==> config.mk <==
export PLATFORM = sky130hd
export DESIGN_NAME = tmr_cnt16
export DESIGN_NICKNAME = d
export VERILOG_FILES = /design/src/rtl/tmr_cnt16.sv
export SDC_FILE = /design/constraint.sdc
export NUM_CORES = 1
export LEC_CHECK = 0
export BUFFER_PORTS_ARGS = -buffer_cell sky130_fd_sc_hd__buf_4
export CAP_MARGIN = 25
export CORE_MARGIN = 1
export CORE_UTILIZATION = 56
export DETAILED_ROUTE_END_ITERATION = 7
export HOLD_SLACK_MARGIN = 0.03
export PLACE_DENSITY_LB_ADDON = 0.1
export SLEW_MARGIN = 20
export SYNTH_ARGS = -nofsm -noshare
export SYNTH_HDL_FRONTEND = slang
export SYNTH_SLANG_ARGS = --single-unit
==> constraint.sdc <==
create_clock -name clk -period 3.7 [get_ports clk]
set_clock_uncertainty 0.05 [all_clocks]
set_input_delay 1.11 -clock clk [delete_from_list [all_inputs] [get_ports clk]]
set_output_delay 1.11 -clock clk [all_outputs]
set_load 0.03 [all_outputs]
==> src/rtl/tmr_cnt16.sv <==
module tmr_cnt16 #(
  parameter int CW = 16
) (
  input  logic          clk,
  input  logic          rst_n,
  input  logic          stby,
  input  logic          bus_wr,
  input  logic [1:0]    bus_addr,
  input  logic [CW-1:0] bus_wdata,
  output logic [CW-1:0] bus_rdata,
  input  logic          ext_clk,
  input  logic          cap_in,
  input  logic          clr_in,
  output logic          irq
);
  localparam logic [CW-1:0] CMAX = '1;

  logic [2:0]    psc;
  logic [1:0]    sel;
  logic          ovf_ie, ovf_f, cap_f;
  logic [CW-1:0] cnt_q, cap_q;
  logic          wr_pend;
  logic [1:0]    addr_p;
  logic [CW-1:0] wdata_p;
  logic [1:0]    ext_sync, cap_sync;
  logic          cap_d, src_d, src_lvl;
  logic          inc, cap_edge;

  always_comb begin
    case (sel)
      2'd0:    src_lvl = psc[0];
      2'd1:    src_lvl = psc[1];
      2'd2:    src_lvl = psc[2];
      default: src_lvl = ext_sync[1];
    endcase
  end

  wire live   = ~stby;
  wire wr_cnt = wr_pend & (addr_p == 2'd0) & live;
  wire wr_ctl = wr_pend & (addr_p == 2'd2) & live;
  wire wr_sts = wr_pend & (addr_p == 2'd3) & live;
  assign inc      = src_lvl & ~src_d & live;
  assign cap_edge = cap_sync[1] & ~cap_d;
  wire ovf_evt = inc & ~clr_in & ~wr_cnt & (cnt_q == CMAX);
  wire cap_evt = cap_edge & live;

  always_ff @(posedge clk) begin
    if (!rst_n) begin
      psc      <= '0;
      ext_sync <= '0;
      cap_sync <= '0;
      cap_d    <= 1'b0;
      src_d    <= 1'b0;
      wr_pend  <= 1'b0;
      addr_p   <= '0;
      wdata_p  <= '0;
    end else begin
      psc      <= psc + 3'd1;
      ext_sync <= {ext_sync[0], ext_clk};
      cap_sync <= {cap_sync[0], cap_in};
      cap_d    <= cap_sync[1];
      src_d    <= src_lvl;
      wr_pend  <= bus_wr;
      addr_p   <= bus_addr;
      wdata_p  <= bus_wdata;
    end
  end

  always_ff @(posedge clk) begin
    if (!rst_n) begin
      cnt_q  <= '0;
      cap_q  <= '0;
      sel    <= 2'd0;
      ovf_ie <= 1'b0;
      ovf_f  <= 1'b0;
      cap_f  <= 1'b0;
    end else if (live) begin
      if (clr_in)      cnt_q <= '0;
      else if (wr_cnt) cnt_q <= wdata_p;
      else if (inc)    cnt_q <= cnt_q + 1'b1;
      if (wr_ctl) {ovf_ie, sel} <= wdata_p[2:0];
      if (cap_evt) cap_q <= cnt_q;
      ovf_f <= (ovf_f & ~(wr_sts & ~wdata_p[0])) | ovf_evt;
      cap_f <= (cap_f & ~(wr_sts & ~wdata_p[1])) | cap_evt;
    end
  end

  always_comb begin
    case (bus_addr)
      2'd0:    bus_rdata = cnt_q;
      2'd1:    bus_rdata = cap_q;
      2'd2:    bus_rdata = {{(CW-3){1'b0}}, ovf_ie, sel};
      default: bus_rdata = {{(CW-2){1'b0}}, cap_f, ovf_f};
    endcase
  end

  assign irq = ovf_f & ovf_ie;
endmodule


; ---- Yosys cells after proc, flatten, opt, wreduce, memory -nomap -nowiden
; Index checks and enable logic that the tools add are counted.
[word_totals]
regBits = 65
out_inout_bits = 17
wordCells = 64
[op_classes]
add_sub_neg = 2
n_eq_ne = 7
n_mux = 5
bitwise = 29
n_reduce_logical = 7
[ops]
columns = op, count
row1 = two-way mux 16 bit, 3
row2 = one-hot mux 16 bit (3 select lines), 1
row3 = bitwise AND 1 bit, 18
row4 = "adder 16 x 1 -> 16 bit, second input constant", 1
row5 = "equality test 16 bit, second input constant", 1
row6 = inverter 1 bit, 9
row7 = "equality test 2 bit, second input constant", 4
row8 = logical NOT 2 bit, 3
row9 = AND reduction 2 bit, 3
row10 = "equality test 2 x 1 -> 1 bit, second input constant", 2
row11 = "adder 3 x 1 -> 3 bit, second input constant", 1
row12 = one-hot mux 1 bit (3 select lines), 1
row13 = nonzero test 3 bit, 1
row14 = OR 1 bit, 2

; ---- Longest topological paths before layout
; Gate-level depths: netlist of the first run.
[logic_depth]
word_depth = 8
mapped_depth = 7
mapped_depth_nobuf = 6

; ---- Worst setup path before layout of the first run
; No wires, ideal clock.
[synth_timing]
path_type = input to output
from = input port bus_addr[0]
to = output port bus_rdata[12]
arrival_ns = 2.465
required_ns = 2.540
path_slack_ns = 0.075
cell_stages = 4
path_cell_list = clkbuf_1 buf_1 mux2i_1 nor2_1
[synth_via]
elab_chain_len = 2
word_cells_on_any_way = 4
classes_between = eq/ne (2) / mux (1) / reduce/logical (1)
[synth_rtl]
columns = element, line
row1 = "start, declared", 8  ; input logic [1:0] bus_addr,
row2 = equality test 2 bit (tied with other cells), 89  ; case (bus_addr)
row3 = one-hot mux 16 bit (3 select lines) *, 89
row4 = "end, declared", 10  ; output logic [CW-1:0] bus_rdata,
; Mark *: on every way between the ends. The rest lies on a longest branch, timed or not.

; ---- Worst setup path in the final report of the first run
[layout_timing]
from = input port bus_addr[1]
to = output port bus_rdata[0]
; The elaborated chain is that of the path after synthesis.

==> results of run 1 <==
==> per-stage QoR <==
step / utilization / cell area [um^2] / power [mW] / hold WS, ps
after floorplan: - / 2930 / 0.809 / 362
after global placement: 0.668 / 3260 / 0.844 / 363
after detailed placement: 0.668 / 3260 / 0.847 / 369
after CTS: 0.706 / 3450 / 1.42 / 384
after global routing: 0.706 / 3450 / 1.47 / 399
final: 0.706 / 3450 / 1.41 / 382
==> routing by layer <==
| metal | up-vias | track usage | share of wire |
|---|---|---|---|
| met1 | 1107 | 0.350 | 0.50 |
| li1 | 1224 | - | - |
| met2 | 59 | 0.348 | 0.43 |
| met5 | - | 0 | 0 |
| met3 | 9 | 0.0556 | 0.050 |
| met4 | 0 | 0.136 | 0.016 |
==> flip-flops by register name, indices dropped and copies added (netlist names) <==
name and count:
ovf_f 1, sel 2, cap_d 1, ovf_ie 1
src_d 1, cap_f 1, cnt_q 16, addr_p 2
wdata_p 16, cap_q 16, cap_sync 2, wr_pend 1
ext_sync 2, psc 3
==> cell families after synthesis <==
kind of cell             after synthesis  synth area share
multiplexers                          22            0.0842
AND/OR/NAND/NOR                      139             0.250
adder cells (fa/ha/maj)                2           0.00855
buffers and inverters                 25            0.0325
XOR/XNOR                               1           0.00299
flip-flops                            65             0.445
AO/OA/AOI/OAI                         73             0.177
==> layout by cell type, fill, tap and decap left out, types with 3 or more instances in the layout <==
cell,n
a211oi_1,3
clkbuf_1,3
a22oi_1,6
dfxtp_1,65
mux2i_1,19
and3_1,3
inv_1,5
o21ai_0,13
a21oi_1,7
and2_1,30
nor2b_1,3
a21boi_0,17
nand2_1,41
clkbuf_8,10
a31oi_1,3
buf_4,42
nor2_1,32
nand3_1,5
o2bb2ai_1,11
nand4_1,3
==> critical path: stages <==
cell,delay (ps)
buf_4,200
mux4_2,510
buf_4,180
==> worst paths after layout <==
check              startpoint           end
setup / recovery  bus_addr[1]  bus_rdata[0]
hold / removal    cap_sync[0]   cap_sync[1]
setup reg to reg     cnt_q[0]         ovf_f
hold reg to reg   cap_sync[0]   cap_sync[1]
==> final cells by class <==
type | instances | area, um^2 | area share
well taps | 67 | 83.8 | 0.0243
clock buffers | 13 | 149 | 0.0432
inverters | 5 | 18.8 | 0.00544
multi-input cells | 237 | 1540 | 0.446
clock inverters | 3 | 40.0 | 0.0116
repair buffers | 42 | 315 | 0.0915
flip-flops and latches | 65 | 1300 | 0.377
==> power groups by stage <==
stage	Sequential (mW)	Clock, mW	Combinational [mW]
4_1_cts	0.732	0.591	0.0992
3_5_place_dp	0.748	0	0.0989
6_report	0.732	0.583	0.0985
3_3_place_gp	0.747	0	0.0969
2_1_floorplan	0.743	0	0.0668
5_1_grt	0.734	0.624	0.109
==> results.sh, run 1 <==
export IMPL_drv_cap=0
export IMPL_fmax_mhz=316
export IMPL_drive_gt1_frac=0.186
export IMPL_first_pass_iters=4
export IMPL_leakagePower_nw=1.34
export IMPL_postCtsHoldBufs=0
export IMPL_finalWorstSetupSlack_ps=536
export IMPL_end_kind="output pin"
export IMPL_synthFlopType="dfxtp_1"
export IMPL_worstPathRequired_ps=2540
export IMPL_dieWidth_um=74.3
export IMPL_slew_headroom=0.394
export IMPL_clkSinkCount=65
export IMPL_synth_top_cell_by_area="dfxtp_1"
export IMPL_fill_cells=410
export IMPL_status="finished, final reports clean"
export IMPL_whs_path_depth=1
export IMPL_coreArea_um2=4880
export IMPL_p_comb_frac=0.070
export IMPL_period_needed_ps=3160
export IMPL_setup_tns_ps=0
export IMPL_die_area_um2=5520
export IMPL_dp_slack_ps=520
export IMPL_rsz0062_at_grt="false"
export IMPL_yosys_top_cells_area="dfxtp_1, mux2i_1, and2_1, nand2_1, a21boi_0"
export IMPL_report_final_setup_viol=0
export IMPL_syn_to_final_growth_pct=17.8
export IMPL_hpwl_um=4180
export IMPL_first_iter_violations=189
export IMPL_overflow=0
export IMPL_ff2ff_path_depth=5
export IMPL_p_switching_mw=0.319
export IMPL_fin_nets=387
export IMPL_internal_power_mw=1.10
export IMPL_synth_top_area_frac=0.445
export IMPL_routed_wl_um=6170
export IMPL_p_per_area_nw_per_um2=410
export IMPL_timing_final_crit_share=0.855
export IMPL_grtUsageTotal=0.247
export IMPL_port_buffers=41
export IMPL_die_h_um=74.3
export IMPL_cts_htree_levels=3
export IMPL_sw_frac_of_total=0.226
export IMPL_drv_slew=0
export IMPL_clock_latency_ps=340
export IMPL_vias=2399
export IMPL_syn_cell_area_um2=2930
export IMPL_antenna_found_initial=0
export IMPL_grt_pass1_vias=2123
export IMPL_n_antenna_cell=0
export IMPL_hold_viol=0
export IMPL_grt_pass1_wl_um=10100
export IMPL_crit_arrival_ps=2000
export IMPL_wl_per_cell_um=14.3
export IMPL_dp_cells=416
export IMPL_cp_max_fo=18
export IMPL_ys_seq_elements=65
export IMPL_post_cts_resized=0
export IMPL_syn_avg_cell_area_um2=8.95
export IMPL_drt_vias_per_instance=5.55
export IMPL_start_util=0.600
export IMPL_path_class="in2out"
export IMPL_ys_types=52
export IMPL_start_kind="input port"
export IMPL_async_reset_ff_frac=0
export IMPL_gp_congestion=0.896
export IMPL_synth_most_common_cell="dfxtp_1"
export IMPL_seq_power_share=0.518
export IMPL_io_pins=42
export IMPL_reg2reg_slack_ps=1420
export IMPL_cts_buffer_depth=2
export IMPL_yosys_warnings=0
export IMPL_synth_seq_area_share=0.445
export IMPL_peakVddDrop_mv=0.238
export IMPL_synth_edf_count=0
export IMPL_syn_num_nets=354
export IMPL_grt_max_degree=54
export IMPL_syn_instance_count=327
export IMPL_row_count=25
export IMPL_cts_setup_buffers=0
export IMPL_holdCritPathClass="reg2reg"
export IMPL_tightestPinTransition_ps=907
export IMPL_tritoncts="done"
export IMPL_cts_root_buffer="clkbuf_8"
export IMPL_drc=0
export IMPL_numCtsBuffers=9
export IMPL_clkPwrFrac=0.413
export IMPL_synthTopCellsByCount="dfxtp_1, nand2_1, nor2_1"
export IMPL_final_cell_count_no_fill=432
export IMPL_ant_nets=0
export IMPL_clkSlewWorstSetupHoldPaths_ps=60
Power figures use the tool's default switching activity.
==> run 2: changes to the inputs <==
Settings changed: MAX_ROUTING_LAYER set to met4.
==> run 2 against run 1 <==
Via count shrank 0.58%. Count of clock-buffer cells in the layout unchanged. Core utilization is the same. Flip-flop and latch count unchanged. Sequential power about the same. Combinational power is essentially flat. Setup slack got worse by 0.52 ps. Critical path depth is the same. Register-to-register slack barely moved. First-iteration DRC count increased by 2.1%. Non-clock buffer count unchanged. Wire length grew 0.60%. Largest cell class unchanged.
==> results.sh, run 2 (synthesized netlist as in run 1, its figures left out) <==
export IMPL_status="finished, final reports clean"
export IMPL_post_cts_resized=0
export IMPL_reg_largest_list="cap_q (16), cnt_q (16), wdata_p (16)"
export IMPL_syn_to_final_growth_pct=17.8
export IMPL_vias=2385
export IMPL_gp_congestion=0.911
export IMPL_rr_startpoint="cnt_q[0]"
export IMPL_overflow=0
export IMPL_grt_pass1_vias=2122
export IMPL_coreArea_um2=4880
export IMPL_grt_pass1_wl_um=10100
export IMPL_period_needed_ps=3160
export IMPL_cts_htree_levels=3
export IMPL_p_per_area_nw_per_um2=410
export IMPL_report_final_setup_viol=0
export IMPL_leakagePower_nw=1.34
export IMPL_tritoncts="done"
export IMPL_crit_arrival_ps=2000
export IMPL_end_kind="output pin"
export IMPL_hold_viol=0
export IMPL_drive_gt1_frac=0.186
export IMPL_postCtsHoldBufs=0
export IMPL_clkSinkCount=65
export IMPL_grt_max_degree=54
export IMPL_n_antenna_cell=0
export IMPL_row_count=25
export IMPL_hpwl_um=4180
export IMPL_die_h_um=74.3
export IMPL_numCtsBuffers=9
export IMPL_drt_vias_per_instance=5.52
export IMPL_drv_slew=0
export IMPL_clkSlewWorstSetupHoldPaths_ps=60
export IMPL_peakVddDrop_mv=0.238
export IMPL_clock_latency_ps=340
export IMPL_start_util=0.600
export IMPL_wl_per_cell_um=14.4
export IMPL_cts_setup_buffers=0
export IMPL_layout_common_cells="dfxtp_1, buf_4, nand2_1"
export IMPL_cp_max_fo=18
export IMPL_min_from="cap_sync[0]"
export IMPL_tightestPinTransition_ps=900
export IMPL_routed_wl_um=6200
export IMPL_io_pins=42
export IMPL_dieWidth_um=74.3
export IMPL_die_area_um2=5520
export IMPL_antenna_found_initial=0
export IMPL_setup_tns_ps=0
export IMPL_cts_buffer_depth=2
export IMPL_rsz0062_at_grt="false"
export IMPL_first_iter_violations=193
export IMPL_fin_nets=387
export IMPL_first_pass_iters=4
export IMPL_slew_headroom=0.399
export IMPL_crit_start="bus_addr[1]"
export IMPL_cts_root_buffer="clkbuf_8"
export IMPL_fmax_mhz=316
export IMPL_path_class="in2out"
export IMPL_fill_cells=410
export IMPL_holdCritPathClass="reg2reg"
export IMPL_holdWs_ps=382
export IMPL_start_kind="input port"
export IMPL_drc=0
export IMPL_layout_commonest_cell="dfxtp_1"
export IMPL_ant_nets=0
export IMPL_port_buffers=41
export IMPL_worstPathRequired_ps=2540
export IMPL_drv_cap=0
export IMPL_grtUsageTotal=0.256
export IMPL_timing_final_crit_share=0.855
run 2: power breakdown:
group / total [mW] / leakage (nW) / internal, mW / switching (mW)
Combinational: 0.0987 / 0.716 / 0.0480 / 0.0507
Clock: 0.584 / 0.0974 / 0.328 / 0.256
Sequential: 0.732 / 0.531 / 0.719 / 0.0133
Total: 1.41 / 1.34 / 1.10 / 0.319
run 2: worst max-delay path, stage by stage:
cell,delay [ps]
buf_4,200
mux4_2,510
buf_4,180
run 2: metrics by stage:
stage,std cells,utilization,power [mW],setup slack [ps],cell area [um^2]
after detailed placement,416,0.668,0.847,520,3260
final,432,0.706,1.41,535,3450
after floorplan,327,-,0.809,75.1,2930
after global routing,432,0.706,1.47,491,3450
after global placement,416,0.668,0.844,539,3260
after CTS,432,0.706,1.42,534,3450
run 2: cell type report:
cell class / count / area (um^2) / area share
Clock buffer: 13 / 149 / 0.0432
Tap cell: 67 / 83.8 / 0.0243
Clock inverter: 3 / 40.0 / 0.0116
Multi-Input combinational cell: 237 / 1540 / 0.446
Inverter: 5 / 18.8 / 0.00544
Timing Repair Buffer: 42 / 315 / 0.0915
Sequential cell: 65 / 1300 / 0.377
run 2: path summary, 6_finish.rpt:
check	end	slack (ps)	cells after the start
hold reg to reg	cap_sync[1]	380	1
setup reg to reg	ovf_f	1410	5
setup / recovery	bus_rdata[0]	540	3
hold / removal	cap_sync[1]	380	1
run 2: layer usage:
layer | wire (um) | track usage | vias to the layer above
li1 | - | - | 1220
met1 | 3090 | 0.350 | 1080
met2 | 2640 | 0.349 | 74
met3 | 359 | 0.0556 | 11
met4 | 116 | 0.136 | 0
met5 | 0 | - | -
